--- config.mk ---
export PLATFORM = sky130hd
export DESIGN_NAME = jtag_dbg_tap
export DESIGN_NICKNAME = d
export VERILOG_FILES = /design/src/rtl/jtag_dbg_pkg.sv /design/src/rtl/jtag_tap_fsm.sv /design/src/rtl/jtag_insn_reg.sv /design/src/rtl/jtag_dr_bank.sv /design/src/rtl/jtag_dbg_tap.sv
export SDC_FILE = /design/constraint.sdc
export NUM_CORES = 1
export LEC_CHECK = 0
export BUFFER_PORTS_ARGS = -buffer_cell sky130_fd_sc_hd__buf_2
export CAP_MARGIN = 20
export CORE_UTILIZATION = 50
export CTS_CLUSTER_SIZE = 25
export DETAILED_ROUTE_END_ITERATION = 10
export GPL_TIMING_DRIVEN = 0
export PLACE_DENSITY = 0.81
export SLEW_MARGIN = 20
export SYNTH_ARGS = -nofsm -noshare
export SYNTH_HDL_FRONTEND = slang
export SYNTH_HIERARCHICAL = 1
export SYNTH_SLANG_ARGS = --single-unit
--- constraint.sdc ---
create_clock -name tap_clk -period 1.76 [get_ports tap_clk]
set_input_delay 0.088 -clock tap_clk [delete_from_list [all_inputs] [get_ports tap_clk]]
set_output_delay 0.088 -clock tap_clk [all_outputs]
set_load 0.02 [all_outputs]
--- src/rtl/jtag_dbg_pkg.sv ---
package jtag_dbg_pkg;

    typedef enum logic [3:0] {
        ST_RESET, ST_IDLE,
        ST_DR_SEL, ST_DR_CAP, ST_DR_SHIFT, ST_DR_EX1, ST_DR_PAUSE, ST_DR_EX2, ST_DR_UPD,
        ST_IR_SEL, ST_IR_CAP, ST_IR_SHIFT, ST_IR_EX1, ST_IR_PAUSE, ST_IR_EX2, ST_IR_UPD
    } tap_state_e;

    typedef enum logic [1:0] {
        SEL_BYPASS, SEL_IDENT, SEL_ADDR, SEL_DATA
    } dr_sel_e;

    localparam int          INSN_W       = 4;
    localparam logic [3:0]  INSN_IDENT   = 4'h1;
    localparam logic [3:0]  INSN_ADDR    = 4'h8;
    localparam logic [3:0]  INSN_DATA    = 4'h9;
    localparam logic [3:0]  INSN_CAPTURE = 4'hF;
    localparam logic [31:0] IDENT_VALUE  = 32'h0000_18FF;

    function automatic tap_state_e tap_next(input tap_state_e st, input logic m);
        case (st)
            ST_RESET:    return m ? ST_RESET    : ST_IDLE;
            ST_IDLE:     return m ? ST_DR_SEL   : ST_IDLE;
            ST_DR_SEL:   return m ? ST_IR_SEL   : ST_DR_CAP;
            ST_DR_CAP:   return m ? ST_DR_EX1   : ST_DR_SHIFT;
            ST_DR_SHIFT: return m ? ST_DR_EX1   : ST_DR_SHIFT;
            ST_DR_EX1:   return m ? ST_DR_UPD   : ST_DR_PAUSE;
            ST_DR_PAUSE: return m ? ST_DR_EX2   : ST_DR_PAUSE;
            ST_DR_EX2:   return m ? ST_DR_UPD   : ST_DR_SHIFT;
            ST_DR_UPD:   return m ? ST_DR_SEL   : ST_IDLE;
            ST_IR_SEL:   return m ? ST_RESET    : ST_IR_CAP;
            ST_IR_CAP:   return m ? ST_IR_EX1   : ST_IR_SHIFT;
            ST_IR_SHIFT: return m ? ST_IR_EX1   : ST_IR_SHIFT;
            ST_IR_EX1:   return m ? ST_IR_UPD   : ST_IR_PAUSE;
            ST_IR_PAUSE: return m ? ST_IR_EX2   : ST_IR_PAUSE;
            ST_IR_EX2:   return m ? ST_IR_UPD   : ST_IR_SHIFT;
            default:     return m ? ST_DR_SEL   : ST_IDLE;
        endcase
    endfunction

    function automatic dr_sel_e insn_decode(input logic [3:0] insn);
        case (insn)
            INSN_IDENT: return SEL_IDENT;
            INSN_ADDR:  return SEL_ADDR;
            INSN_DATA:  return SEL_DATA;
            default:    return SEL_BYPASS;
        endcase
    endfunction

endpackage

--- src/rtl/jtag_tap_fsm.sv ---
module jtag_tap_fsm
    import jtag_dbg_pkg::*;
(
    input  logic       clk,
    input  logic       rst,
    input  logic       mode,
    output tap_state_e state
);

    always_ff @(posedge clk) begin
        if (rst) state <= ST_RESET;
        else     state <= tap_next(state, mode);
    end

    // Independent count of consecutive high mode samples, saturating at five.
    logic [2:0] high_run;
    always_ff @(posedge clk) begin
        if (rst)              high_run <= 3'd5;
        else if (!mode)       high_run <= 3'd0;
        else if (high_run < 3'd5) high_run <= high_run + 3'd1;
    end


    five_high_reset_chk: assert property (@(posedge clk) disable iff (rst)
        (high_run == 3'd5) |-> (state == ST_RESET));


    forced_reset_chk: assert property (@(posedge clk)
        rst |=> (state == ST_RESET));

endmodule

--- src/rtl/jtag_insn_reg.sv ---
module jtag_insn_reg
    import jtag_dbg_pkg::*;
(
    input  logic              clk,
    input  logic              rst,
    input  logic              din,
    input  tap_state_e        state,
    output logic [INSN_W-1:0] insn,
    output logic              shift_lsb
);

    logic [INSN_W-1:0] shifter;

    always_ff @(posedge clk) begin
        if (rst) begin
            shifter <= INSN_CAPTURE;
        end else begin
            case (state)
                ST_IR_CAP:   shifter <= INSN_CAPTURE;
                ST_IR_SHIFT: shifter <= {din, shifter[INSN_W-1:1]};
                default:     shifter <= shifter;
            endcase
        end
    end

    always_ff @(posedge clk) begin
        if (rst || state == ST_RESET) insn <= INSN_IDENT;
        else if (state == ST_IR_UPD)  insn <= shifter;
    end

    assign shift_lsb = shifter[0];


    reset_loads_ident_chk: assert property (@(posedge clk) disable iff (rst)
        (state == ST_RESET) |=> (insn == INSN_IDENT));


    insn_only_at_update_chk: assert property (@(posedge clk) disable iff (rst)
        (state != ST_IR_UPD && state != ST_RESET) |=> $stable(insn));

endmodule

--- src/rtl/jtag_dr_bank.sv ---
module jtag_dr_bank
    import jtag_dbg_pkg::*;
#(
    parameter int          ADDR_W   = 8,
    parameter int          DATA_W   = 64,
    parameter int          IDENT_W  = 32,
    parameter logic [31:0] IDENT    = IDENT_VALUE
) (
    input  logic              clk,
    input  logic              rst,
    input  logic              din,
    input  tap_state_e        state,
    input  logic [INSN_W-1:0] insn,
    input  logic              dbg_ack,
    input  logic [DATA_W-1:0] dbg_rdata,
    output logic              dbg_req,
    output logic [ADDR_W-1:0] dbg_addr,
    output logic              shift_lsb
);

    localparam int SR_W = (DATA_W > IDENT_W) ? ((DATA_W > ADDR_W) ? DATA_W : ADDR_W)
                                              : ((IDENT_W > ADDR_W) ? IDENT_W : ADDR_W);

    dr_sel_e       sel;
    int            top_bit;
    logic [SR_W-1:0] shifter, shifted, captured;

    assign sel = insn_decode(insn);

    always_comb begin
        case (sel)
            SEL_IDENT: top_bit = IDENT_W - 1;
            SEL_ADDR:  top_bit = ADDR_W - 1;
            SEL_DATA:  top_bit = DATA_W - 1;
            default:   top_bit = 0;
        endcase
    end

    always_comb begin
        shifted          = shifter >> 1;
        shifted[top_bit] = din;
    end

    always_comb begin
        captured = '0;
        case (sel)
            SEL_IDENT: captured[IDENT_W-1:0] = IDENT[IDENT_W-1:0];
            SEL_ADDR:  captured[ADDR_W-1:0]  = dbg_addr;
            SEL_DATA:  if (dbg_ack) captured[DATA_W-1:0] = dbg_rdata;
            default:   captured = '0;
        endcase
    end

    always_ff @(posedge clk) begin
        if (rst) begin
            shifter <= '0;
        end else begin
            case (state)
                ST_DR_CAP:   shifter <= captured;
                ST_DR_SHIFT: shifter <= shifted;
                default:     shifter <= shifter;
            endcase
        end
    end

    always_ff @(posedge clk) begin
        if (rst)                                      dbg_addr <= '0;
        else if (state == ST_DR_UPD && sel == SEL_ADDR) dbg_addr <= shifter[ADDR_W-1:0];
    end

    assign dbg_req   = (state == ST_DR_CAP) && (sel == SEL_DATA);
    assign shift_lsb = shifter[0];


    req_after_select_chk: assert property (@(posedge clk) disable iff (rst)
        $rose(dbg_req) |-> ($past(state) == ST_DR_SEL));


    addr_held_chk: assert property (@(posedge clk) disable iff (rst)
        !(state == ST_DR_UPD && insn == INSN_ADDR) |=> $stable(dbg_addr));


    no_ack_zero_chk: assert property (@(posedge clk) disable iff (rst)
        (dbg_req && !dbg_ack) |=> (shifter == '0));

endmodule

--- src/rtl/jtag_dbg_tap.sv ---
module jtag_dbg_tap
    import jtag_dbg_pkg::*;
#(
    parameter int ADDR_W  = 8,
    parameter int DATA_W  = 64,
    parameter int IDENT_W = 32
) (
    input  logic              tap_clk,
    input  logic              tap_rst,
    input  logic              tap_mode,
    input  logic              tap_din,
    output logic              tap_dout,
    output logic              dbg_req,
    output logic [ADDR_W-1:0] dbg_addr,
    input  logic              dbg_ack,
    input  logic [DATA_W-1:0] dbg_rdata
);

    tap_state_e        state;
    logic [INSN_W-1:0] insn;
    logic              ir_lsb, dr_lsb;

    jtag_tap_fsm u_fsm (
        .clk   (tap_clk),
        .rst   (tap_rst),
        .mode  (tap_mode),
        .state (state)
    );

    jtag_insn_reg u_ir (
        .clk       (tap_clk),
        .rst       (tap_rst),
        .din       (tap_din),
        .state     (state),
        .insn      (insn),
        .shift_lsb (ir_lsb)
    );

    jtag_dr_bank #(
        .ADDR_W  (ADDR_W),
        .DATA_W  (DATA_W),
        .IDENT_W (IDENT_W)
    ) u_dr (
        .clk       (tap_clk),
        .rst       (tap_rst),
        .din       (tap_din),
        .state     (state),
        .insn      (insn),
        .dbg_ack   (dbg_ack),
        .dbg_rdata (dbg_rdata),
        .dbg_req   (dbg_req),
        .dbg_addr  (dbg_addr),
        .shift_lsb (dr_lsb)
    );

    always_ff @(negedge tap_clk) begin
        if (tap_rst)                    tap_dout <= 1'b0;
        else if (state == ST_IR_SHIFT)  tap_dout <= ir_lsb;
        else if (state == ST_DR_SHIFT)  tap_dout <= dr_lsb;
        else                            tap_dout <= 1'b0;
    end


    dout_quiet_chk: assert property (@(posedge tap_clk) disable iff (tap_rst)
        (state != ST_IR_SHIFT && state != ST_DR_SHIFT) |-> (tap_dout == 1'b0));

endmodule

* Word level (Yosys, flattened, before mapping)
Index checks and enable logic that the tools add are counted.
** Cells by class
- $lt $le $gt $ge :: 2
- Eq/ne operators :: 20
- Mux-type cells :: 26
- Reduce and logical (&&, ||, !) cells :: 9
** Operator list (count)
- 64-bit case mux with 2 select lines :: 1
- 64-bit bitwise mux :: 1
- 64-bit 2-to-1 mux :: 1
- 24-bit case mux with 2 select lines :: 1
- 4-bit case mux with 11 select lines :: 1
- 4-bit == test, second input constant :: 10
- 32-bit 2-to-1 mux :: 1
- 8-bit case mux with 3 select lines :: 1
- 6-bit case mux with 3 select lines :: 1
- 4-bit by 3-bit == test with 1-bit output, second input constant :: 4
- 4-bit 2-to-1 mux :: 4
- 4-bit by 2-bit == test with 1-bit output, second input constant :: 2
- 4-bit case mux with 2 select lines :: 1
- 6-bit by 7-bit less-than comparator with 1-bit output, second input constant :: 1
- 1-bit demux with 6-bit select :: 1
- 6-bit by 1-bit >= comparator with 1-bit output, second input constant :: 1
- 1-bit 2-to-1 mux :: 6
- 2-bit 2-to-1 mux :: 3
- 3-bit 2-to-1 mux :: 2
- 2-bit case mux with 3 select lines :: 1
- 2-bit == test, second input constant :: 2
- 4-bit by 1-bit == test with 1-bit output, second input constant :: 1
- 4-bit logical NOT :: 1
- 2-bit nonzero test :: 2
- other kinds (4) :: 7
** Storage, ports and cells
- Bits of input ports :: 69
- Bits in registers :: 85
- Word-level logic and storage cells :: 63

* Depth between registers and ports, before layout
Gate-level depths: netlist of run 1.
- Depth in word-level cells :: 10
- Depth in mapped cells :: 7
- Mapped depth without buffers :: 4

* Modules after synthesis
The synthesis of run 1 kept the hierarchy.
** By module, submodules not included
- jtag_dr_bank :: instances 1, area an instance 3503.4 µm², cells each 359
- jtag_insn_reg :: instances 1, area an instance 351.6 µm², cells each 35
- jtag_tap_fsm :: instances 1, area an instance 291.5 µm², cells each 38
- jtag_dbg_tap :: instances 1, area an instance 56.3 µm², cells each 7

==> metrics, run 1 <==
critical path launch point type=flip-flop; Buf/Inv on CP=0; mux cell area share after synthesis=2.65%; antenna cells=0; Crit. End Element=flip-flop; Yosys reg bits=85; TritonCTS Buffers=9; post-synthesis net count=508; drt drc=0; count leader, synth=dfxtp_1; Crit path max-delay family=simple AND/OR/NAND/NOR gates; failing checks=setup timing; final setup TNS=-0.378 ns; sw frac=28.3%; Total GRT Usage=24.8%; row count=33; Clk pin slew, worst setup/hold paths=0.10 ns; Worst EP arrival=1.38 ns; worst r2r path cells=2; total number of vias=4026; Slowest-stage cell, CP=or4_4; TritonCTS clock tree=yes; largest cells by area after synthesis=dfxtp_1, a221oi_2, a21oi_1; DRT iter0 DRCs=324; Seq/Total Area, Yosys=40.5%; Int Pwr=0.00269 W; Longest Clk Path Bufs=2; Worst-Skew Late Latency=0.39 ns; share of post-route cells with drive strength above 1=44.1%; filler instances=591; Hold/Removal Path Class=in -> reg; top cell type by total area after synthesis=dfxtp_1; largest family of logic cells by synthesized area=compound AO/OA/AOI/OAI gates; combinational share of power=12.8%; Worst Setup SP=u_fsm/state[0]$_SDFF_PP0_; area grow syn2layout=29.4%; VDD IR max=0.326 mV; Seq pwr share=53.1%; Port-buffer cells=77; Syn Inst Count=439; die height=93.7 um; clock sinks=85; first-pass GRT wire length=16700 um; ys flop type=dfxtp_1; antenna violations before repair=1; DR WL/cell=18.1 um; Routed WL=12000 um; Switch Pwr=0.00106 W; CP Class=reg -> reg; Overflow after GRT=0; Crit Path Max Fanout=2; Critical R2R Capture=tap_dout$_SDFF_NP0_; Max H-tree Level=3; hpwl dp=7510 um; post-synthesis simple-gate area fraction=23.4%; pin count of the biggest net entering global routing=17; Pleak=2.07 nW; Worst path max stage delay=0.51 ns; reg2reg start=u_fsm/state[0]$_SDFF_PP0_; mapped cell area=0.00420 mm2; status=finished, violations left; area fraction in compound gates after synthesis=26.4%; Root Buffer=clkbuf_8; area occupied by multi-input gates=0.00239 mm2; end of the critical path=tap_dout$_SDFF_NP0_; Final ANT Viol Nets=0; EDFF count, synth=0; DIE AREA=0.00878 mm2; I/O pin total=79; GPL Wtd Cong=0.865; post-synth top area share=40.5%; Worst-Margin Slew=0.753 ns; skew final=0.0302 ns; top post-synthesis cells by count=dfxtp_1, nor2_1, nand2_1; DR pass1 iterations=5; Cell Chain, Critical Path=or4_4, o22ai_2; Req. time, crit path=1.20 ns; final setup fails=10; ratio of total power to cell area=690 mW/mm2; RSZ-0062 raised after global routing=yes; clock share of power=34.0%; Sequential Area=0.00172 mm2; placed insts=621; Adder-Cell Fraction of Synth Area=0%; Syn Area/Cell=9.57 um2; number of global-route vias before repair=3416; nets=625; Via density=6.05; yosys warns=6; Synth async-reset ratio=0%; Final Hold Viols=0; worst reg-to-reg setup slack=-0.18 ns; Cell variety after synth=59; fin. max-slew vios=0; Die Wd=93.7 um; core area=0.00818 mm2; Synth Area in XOR/XNOR=0.208%; Post-Layout Cell Count=665; final worst-path setup slack=-0.180 ns; WP depth=2; Slew headroom=49.8%; Starting Density=51.4%; Max-Cap Viols=0
layout make-up:
class                   instances  share of cell area [%]
plain buffers                  36                    5.89
clock buffers                   9                    2.28
clock inverters                 7                   0.943
inverters                       8                   0.552
multi-input cells             308                    43.9
flip-flops and latches         85                    31.7
well taps                     105                    2.42
repair buffers                107                    12.4
sequential cells by signal (all words and copies together), names as in the netlist:
signal and flops:
u_ir/shifter 4, u_ir/insn 4, u_fsm/state 4, tap_dout 1
u_dr/dbg_addr 8, u_dr/shifter 64
cell usage in the layout (no fill, tap or decap), types with 3 or more instances in the layout:
cell           synthesis  layout
buf_2                 14      80
dfxtp_1               85      77
nand2_1               43      43
a21oi_1               38      37
nor2_1                49      29
buf_4                  6      27
a22oi_1               20      20
nor2_2                 0      19
nor3_2                19      19
a221oi_2              20      17
buf_6                  4      13
a22oi_2               11      11
mux2i_1               10      10
inv_1                  9       9
clkbuf_8               0       9
o21ai_0               10       9
clkbuf_1               9       7
nor3_1                 7       7
nand3_1                8       7
a221oi_1               8       7
dlygate4sd3_1          0       6
a31oi_1                6       6
nand2b_1               4       4
clkinvlp_4             0       4
a221oi_4               0       4
nor2b_1                4       4
nor3b_1                4       4
nor4_2                 4       4
dfxtp_4                0       4
dfxtp_2                0       4
buf_12                 2       3
nor4b_4                1       3
a211oi_1               3       3
nand3b_1               3       3
a21oi_2                2       3
worst min path at each step:
stage | from | endpoint | slack, ns | cells after the start
after global placement | tap_rst | u_fsm/state[0]$_SDFF_PP0_ | 0.34 | 2
after detailed placement | tap_rst | u_fsm/state[0]$_SDFF_PP0_ | 0.35 | 2
after CTS | dbg_rdata[26] | u_dr/shifter[26]$_SDFFE_PP0P_ | 0.001 | 3
final | dbg_rdata[21] | u_dr/shifter[21]$_SDFFE_PP0P_ | 0.004 | 3
after floorplan | tap_rst | u_fsm/state[0]$_SDFF_PP0_ | 0.15 | 1
after global routing | dbg_rdata[24] | u_dr/shifter[24]$_SDFFE_PP0P_ | 0.006 | 3
power by group through the flow:
| stage | sequential (W) | clock, W | combinational (W) |
|---|---|---|---|
| 2_1_floorplan | 0.00205 | 0.00000711 | 0.000222 |
| 3_3_place_gp | 0.00206 | 0.00000711 | 0.000351 |
| 3_5_place_dp | 0.00206 | 0.00000711 | 0.000362 |
| 4_1_cts | 0.00199 | 0.00129 | 0.000416 |
| 5_1_grt | 0.00200 | 0.00134 | 0.000513 |
| 6_report | 0.00199 | 0.00128 | 0.000482 |
per-stage QoR:
| stage | area (um2) | setup WS [ns] | hold WS [ns] | utilization, % | total power (W) |
|---|---|---|---|---|---|
| final | 5440 | -0.180 | 0.00369 | 66.5 | 0.00375 |
| after global routing | 5440 | -0.190 | 0.00559 | 66.5 | 0.00385 |
| after CTS | 5030 | -0.190 | 0.00148 | 61.5 | 0.00369 |
| after detailed placement | 4720 | -0.336 | 0.350 | 57.8 | 0.00243 |
| after global placement | 4720 | -0.303 | 0.344 | 57.8 | 0.00242 |
| after floorplan | 4210 | -0.219 | 0.148 | - | 0.00228 |
cells by family after synthesis:
logic type / count (synthesis)
and+or+nand+nor: 165
AOI/OAI and AO/OA: 131
DFF: 85
buffers and inverters: 46
muxes: 11
xor gates and xnor gates: 1
worst min-delay path: stages:
cell and delay [ns]:
buf_2 0.07, a22oi_1 0.05, a21oi_1 0.13
per-layer routing:
metal	routed length, um	track usage, %	vias up
met1	4970	31.4	1924
met5	0	0	-
met4	493	11.4	0
met2	5780	40.3	189
met3	778	5.34	47
li1	-	-	1866
repair_timing:
| item | 4_1_cts | 5_1_grt |
|---|---|---|
| setup buffers | 6 | 16 |
| endpoints found under the hold margin | 7 | 0 |
| hold buffers | 6 | 0 |
| setup endpoints to repair | 75 | 66 |
| gates cloned | 0 | 2 |
| gates resized for setup | 14 | 71 |
| pin swaps | 2 | 5 |
(Power assumes the default switching activity.)
==> run 2, diff against run 1 <==
- CORE_UTILIZATION: 50 -> 51
- PLACE_DENSITY: 0.81 -> 0.79
- clock period: 1.76 -> 2.37 ns (I/O delays scaled with it)
==> metrics, run 2 (synthesized netlist as in run 1, its figures left out) <==
Max H-tree Level=3 (unchanged); Buf/Inv on CP=0 (unchanged); Crit. End Element=flip-flop; VDD IR max=0.319 mV (-2.2%); Worst Setup SP=u_fsm/state[0]$_SDFF_PP0_; drt drc=0 (unchanged); nets=597 (-4.5%); worst reg-to-reg setup slack=0.06 ns (+0.24 ns); final worst-path setup slack=0.0628 ns (+0.243 ns); Hold Path End=u_fsm/state[0]$_SDFF_PP0_; TritonCTS Buffers=9 (unchanged); Starting Density=53.6% (+2.1 points); skew final=0.0350 ns (+0.00480 ns); Root Buffer=clkbuf_8; Cell Chain, Critical Path=or4_1, o22ai_1; Hold/Removal Path Class=in -> reg; I/O pin total=79 (unchanged); worst r2r path cells=2 (unchanged); biggest regs=u_dr/shifter x64, u_dr/dbg_addr x8; RSZ-0062 raised after global routing=no; Longest Clk Path Bufs=2 (unchanged); Final Hold Slack=0.0127 ns (+0.00902 ns); CP Class=reg -> reg; Die Wd=92.8 um (-0.96%); number of global-route vias before repair=3505 (+2.6%); status=complete, no violations; Req. time, crit path=1.49 ns (+0.29 ns); DR WL/cell=16.9 um (-6.4%); WP depth=2 (unchanged); Top reg by flops=u_dr/shifter; share of post-route cells with drive strength above 1=35.8% (-8.3 points); number of flip-flops in the largest register=64 (unchanged); Worst EP arrival=1.43 ns (+0.05 ns); Max-Cap Viols=0 (unchanged); DIE AREA=0.00861 mm2 (-1.9%); worst slack, placed=-0.119 ns (+0.217 ns); commonest non-fill, non-tap cell in the layout=buf_2; Pleak=1.90 nW (-8.4%); GPL Wtd Cong=0.821 (-5.1%); TritonCTS clock tree=yes; placed instance area=0.00472 mm2 (-0.16%); Final Hold Viols=0 (unchanged); area occupied by multi-input gates=0.00221 mm2 (-7.2%); hold_sp=tap_rst; Crit Path Max Fanout=13 (+11); Routed WL=10700 um (-11%); Worst path max stage delay=0.50 ns (about the same); clock sinks=85 (unchanged); total number of vias=3758 (-6.7%); most frequent cells in the layout=buf_2, dfxtp_1, nor2_1; final setup fails=0 (-10); Slowest-stage cell, CP=or4_1; DR pass1 iterations=5 (unchanged); reg2reg start=u_fsm/state[0]$_SDFF_PP0_; Port-buffer cells=77 (unchanged); Critical R2R Capture=tap_dout$_SDFF_NP0_; ratio of total power to cell area=591 mW/mm2 (-14%); Final ANT Viol Nets=0 (unchanged); filler instances=671 (+14%); Via density=5.92 (-2.2%); hpwl dp=7540 um (+0.48%); core area=0.00785 mm2 (-4.0%); antenna cells=0 (unchanged); Worst-Skew Late Latency=0.39 ns (about the same); row count=32 (-3.0%); die height=92.8 um (-0.96%); Design Area, Final=0.00496 mm2 (-8.9%); first-pass GRT wire length=16900 um (+1.2%); Overflow after GRT=0 (unchanged); area grow syn2layout=17.9%; critical path launch point type=flip-flop; Sequential Area=0.00171 mm2 (-0.65%); Slew headroom=53.5% (+3.7 points); Hold Crit Depth=2 (-1); Total GRT Usage=25.4% (+0.54 points); Crit path max-delay family=simple AND/OR/NAND/NOR gates; Worst-Margin Slew=0.697 ns (-0.0558 ns); Clk pin slew, worst setup/hold paths=0.08 ns (-0.02 ns); antenna violations before repair=0 (-1); fin util=63.2% (-3.4 points); fin. max-slew vios=0 (unchanged); pin count of the biggest net entering global routing=24 (+7); DRT iter0 DRCs=281 (-13%)
==> run 2: worst max path at each step <==
| stage | to |
|---|---|
| 2_1_floorplan | tap_dout$_SDFF_NP0_ |
| 3_3_place_gp | tap_dout$_SDFF_NP0_ |
| 3_5_place_dp | tap_dout$_SDFF_NP0_ |
| 6_report | tap_dout$_SDFF_NP0_ |
| 5_1_grt | tap_dout$_SDFF_NP0_ |
| 4_1_cts | tap_dout$_SDFF_NP0_ |
==> run 2: final cells by class <==
cell class | instances | area share (%)
Clock buffer | 10 | 2.78
Inverter | 8 | 0.606
Timing Repair Buffer | 78 | 7.93
Buffer | 37 | 5.10
Tap cell | 102 | 2.58
Sequential cell | 85 | 34.5
Clock inverter | 7 | 1.82
Multi-Input combinational cell | 308 | 44.7
==> run 2: per-stage QoR <==
stage	power, W	cells	setup TNS (ns)
global route	0.00304	635	0
detailed placement	0.00181	618	-0.119
floorplan	0.00169	439	0
finish	0.00293	635	0
global placement	0.00180	618	-0.0838
CTS	0.00294	634	0
==> run 2: worst reg2reg max path, cell delays in order (launching register included) <==
cell and delay, ns:
dfxtp_4 0.41, or4_1 0.51, o22ai_1 0.16
==> run 2: repair_timing <==
action                     CTS  global route
setup endpoints to repair    1             1
setup buffers                0             1
hold endpoints to repair     0             0
resized for setup            3             1
hold buffers                 0             0
==> run 2: per-layer routing <==
metal,GRT usage (%),share of wire (%),vias up
met5,0,0,-
met4,9.49,2.1,0
met3,4.76,6.9,19
met2,42.0,48,150
met1,32.7,43,1786
li1,-,-,1803
==> run 2: report_power, final <==
group	internal [W]	switching [W]	leakage (nW)	total [W]
Combinational	0.000123	0.000160	1.10	0.000283
Clock	0.000622	0.000531	0.114	0.00115
Sequential	0.00145	0.0000408	0.688	0.00150
==> run 3, diff against run 2 <==
- CORE_MARGIN: default -> 1.5
- SKIP_CTS_REPAIR_TIMING: default -> 1
==> metrics, run 3 (synthesized netlist as in run 1, its figures left out) <==
Total GRT Usage=24.9% (-0.43 points); Starting Density=53.6% (unchanged); number of global-route vias before repair=3517 (+0.34%); hold_sp=tap_rst; Hold/Removal Path Class=in -> reg; area grow syn2layout=18.4%; commonest non-fill, non-tap cell in the layout=buf_2; Worst EP arrival=1.39 ns (-0.04 ns); DIE AREA=0.00879 mm2 (+2.2%); I/O pin total=79 (unchanged); Longest Clk Path Bufs=2 (unchanged); Top reg by flops=u_dr/shifter; Max-Cap Viols=0 (unchanged); VDD IR max=0.285 mV (-11%); Final Hold Viols=0 (unchanged); DRT iter0 DRCs=308 (+9.6%); Crit. End Element=flip-flop; Worst-Margin Slew=0.698 ns (+0.000432 ns); row count=32 (unchanged); Buf/Inv on CP=0 (unchanged); TritonCTS clock tree=yes; Critical R2R Capture=tap_dout$_SDFF_NP0_; Cell Chain, Critical Path=or4_1, o22ai_1; GPL Wtd Cong=0.884 (+7.8%); Clk pin slew, worst setup/hold paths=0.08 ns (about the same); biggest regs=u_dr/shifter x64, u_dr/dbg_addr x8; worst reg-to-reg setup slack=0.09 ns (+0.03 ns); Slew headroom=53.5% (about the same); CP Class=reg -> reg; Final ANT Viol Nets=0 (unchanged); first-pass GRT wire length=17100 um (+1.2%); status=complete, no violations; Worst-Skew Late Latency=0.38 ns (about the same); Worst path max stage delay=0.48 ns (-0.02 ns); hpwl dp=7730 um (+2.5%); antenna cells=0 (unchanged); Hold Path End=u_fsm/state[0]$_SDFF_PP0_; worst r2r path cells=2 (unchanged); Req. time, crit path=1.49 ns (about the same); Pleak=1.91 nW (+0.85%); filler instances=684 (+1.9%); Port-buffer cells=77 (unchanged); skew final=0.0400 ns (+0.00503 ns); DR WL/cell=16.9 um (-0.31%); Routed WL=10700 um (-0.31%); most frequent cells in the layout=buf_2, dfxtp_1, nor2_1; Die Wd=93.8 um (+1.1%); final setup TNS=0 ns (unchanged); share of post-route cells with drive strength above 1=35.6% (-0.19 points); number of flip-flops in the largest register=64 (unchanged); final setup fails=0 (unchanged); Hold Crit Depth=2 (unchanged); ratio of total power to cell area=601 mW/mm2 (+1.6%); core area=0.00785 mm2 (unchanged); Max H-tree Level=3 (unchanged); Crit path max-delay family=simple AND/OR/NAND/NOR gates; critical path launch point type=flip-flop; drt drc=0 (unchanged); RSZ-0062 raised after global routing=no; Crit Path Max Fanout=16 (+3); DR pass1 iterations=5 (unchanged); Slowest-stage cell, CP=or4_1; Overflow after GRT=0 (unchanged); antenna violations before repair=0 (unchanged); TritonCTS Buffers=9 (unchanged); pin count of the biggest net entering global routing=24 (unchanged); nets=598 (+0.17%); total number of vias=3734 (-0.64%); die height=93.8 um (+1.1%); reg2reg start=u_fsm/state[1]$_SDFF_PP0_; Via density=5.88 (-0.64%); Final Hold Slack=0.0344 ns (+0.0217 ns); fin. max-slew vios=0 (unchanged); Root Buffer=clkbuf_8; clock sinks=85 (unchanged)
## run 3: worst max path at each step
stage	startpoint	depth (start not counted)	slack, ns	endpoint
floorplan	u_fsm/state[1]$_SDFF_PP0_	2	0.02	tap_dout$_SDFF_NP0_
detailed placement	u_fsm/state[1]$_SDFF_PP0_	2	-0.11	tap_dout$_SDFF_NP0_
global placement	u_fsm/state[1]$_SDFF_PP0_	2	-0.08	tap_dout$_SDFF_NP0_
finish	u_fsm/state[1]$_SDFF_PP0_	2	0.09	tap_dout$_SDFF_NP0_
CTS	u_fsm/state[1]$_SDFF_PP0_	2	-0.10	tap_dout$_SDFF_NP0_
global route	u_fsm/state[1]$_SDFF_PP0_	2	0.02	tap_dout$_SDFF_NP0_
## run 3: routing by layer
layer  track usage (%)  part of all wire [%]  wire length, um
met5                 0                     0                0
met2              42.0                    49             5220
met4              8.33                   1.8              192
met1              32.2                    44             4740
met3              4.29                   5.3              564
## run 3: report_power, final
part	internal, W	total, W	leakage (nW)	switching, W
clock network	0.000720	0.00121	0.125	0.000491
registers	0.00145	0.00149	0.688	0.0000338
logic	0.000126	0.000292	1.10	0.000166
total	0.00230	0.00299	1.91	0.000691
## run 3: cell type report
class	count	area [um2]	share of cell area (%)
multi-input cells	308	2210	44.5
flip-flops and latches	85	1710	34.4
repair buffers	79	400	8.05
plain buffers	37	253	5.08
clock buffers	10	138	2.77
well taps	102	128	2.56
clock inverters	6	103	2.06
inverters	8	30.0	0.603
## run 3: through the flow
stage               cells  util, %  worst slack [ns]  power, W  cell area [um2]
detailed placement    618     60.1            -0.108   0.00181             4720
global route          635     63.4            0.0204   0.00310             4980
finish                635     63.4            0.0946   0.00299             4980
CTS                   633     63.1            -0.103   0.00300             4950
floorplan             439        -            0.0247   0.00169             4200
global placement      618     60.1           -0.0757   0.00180             4720
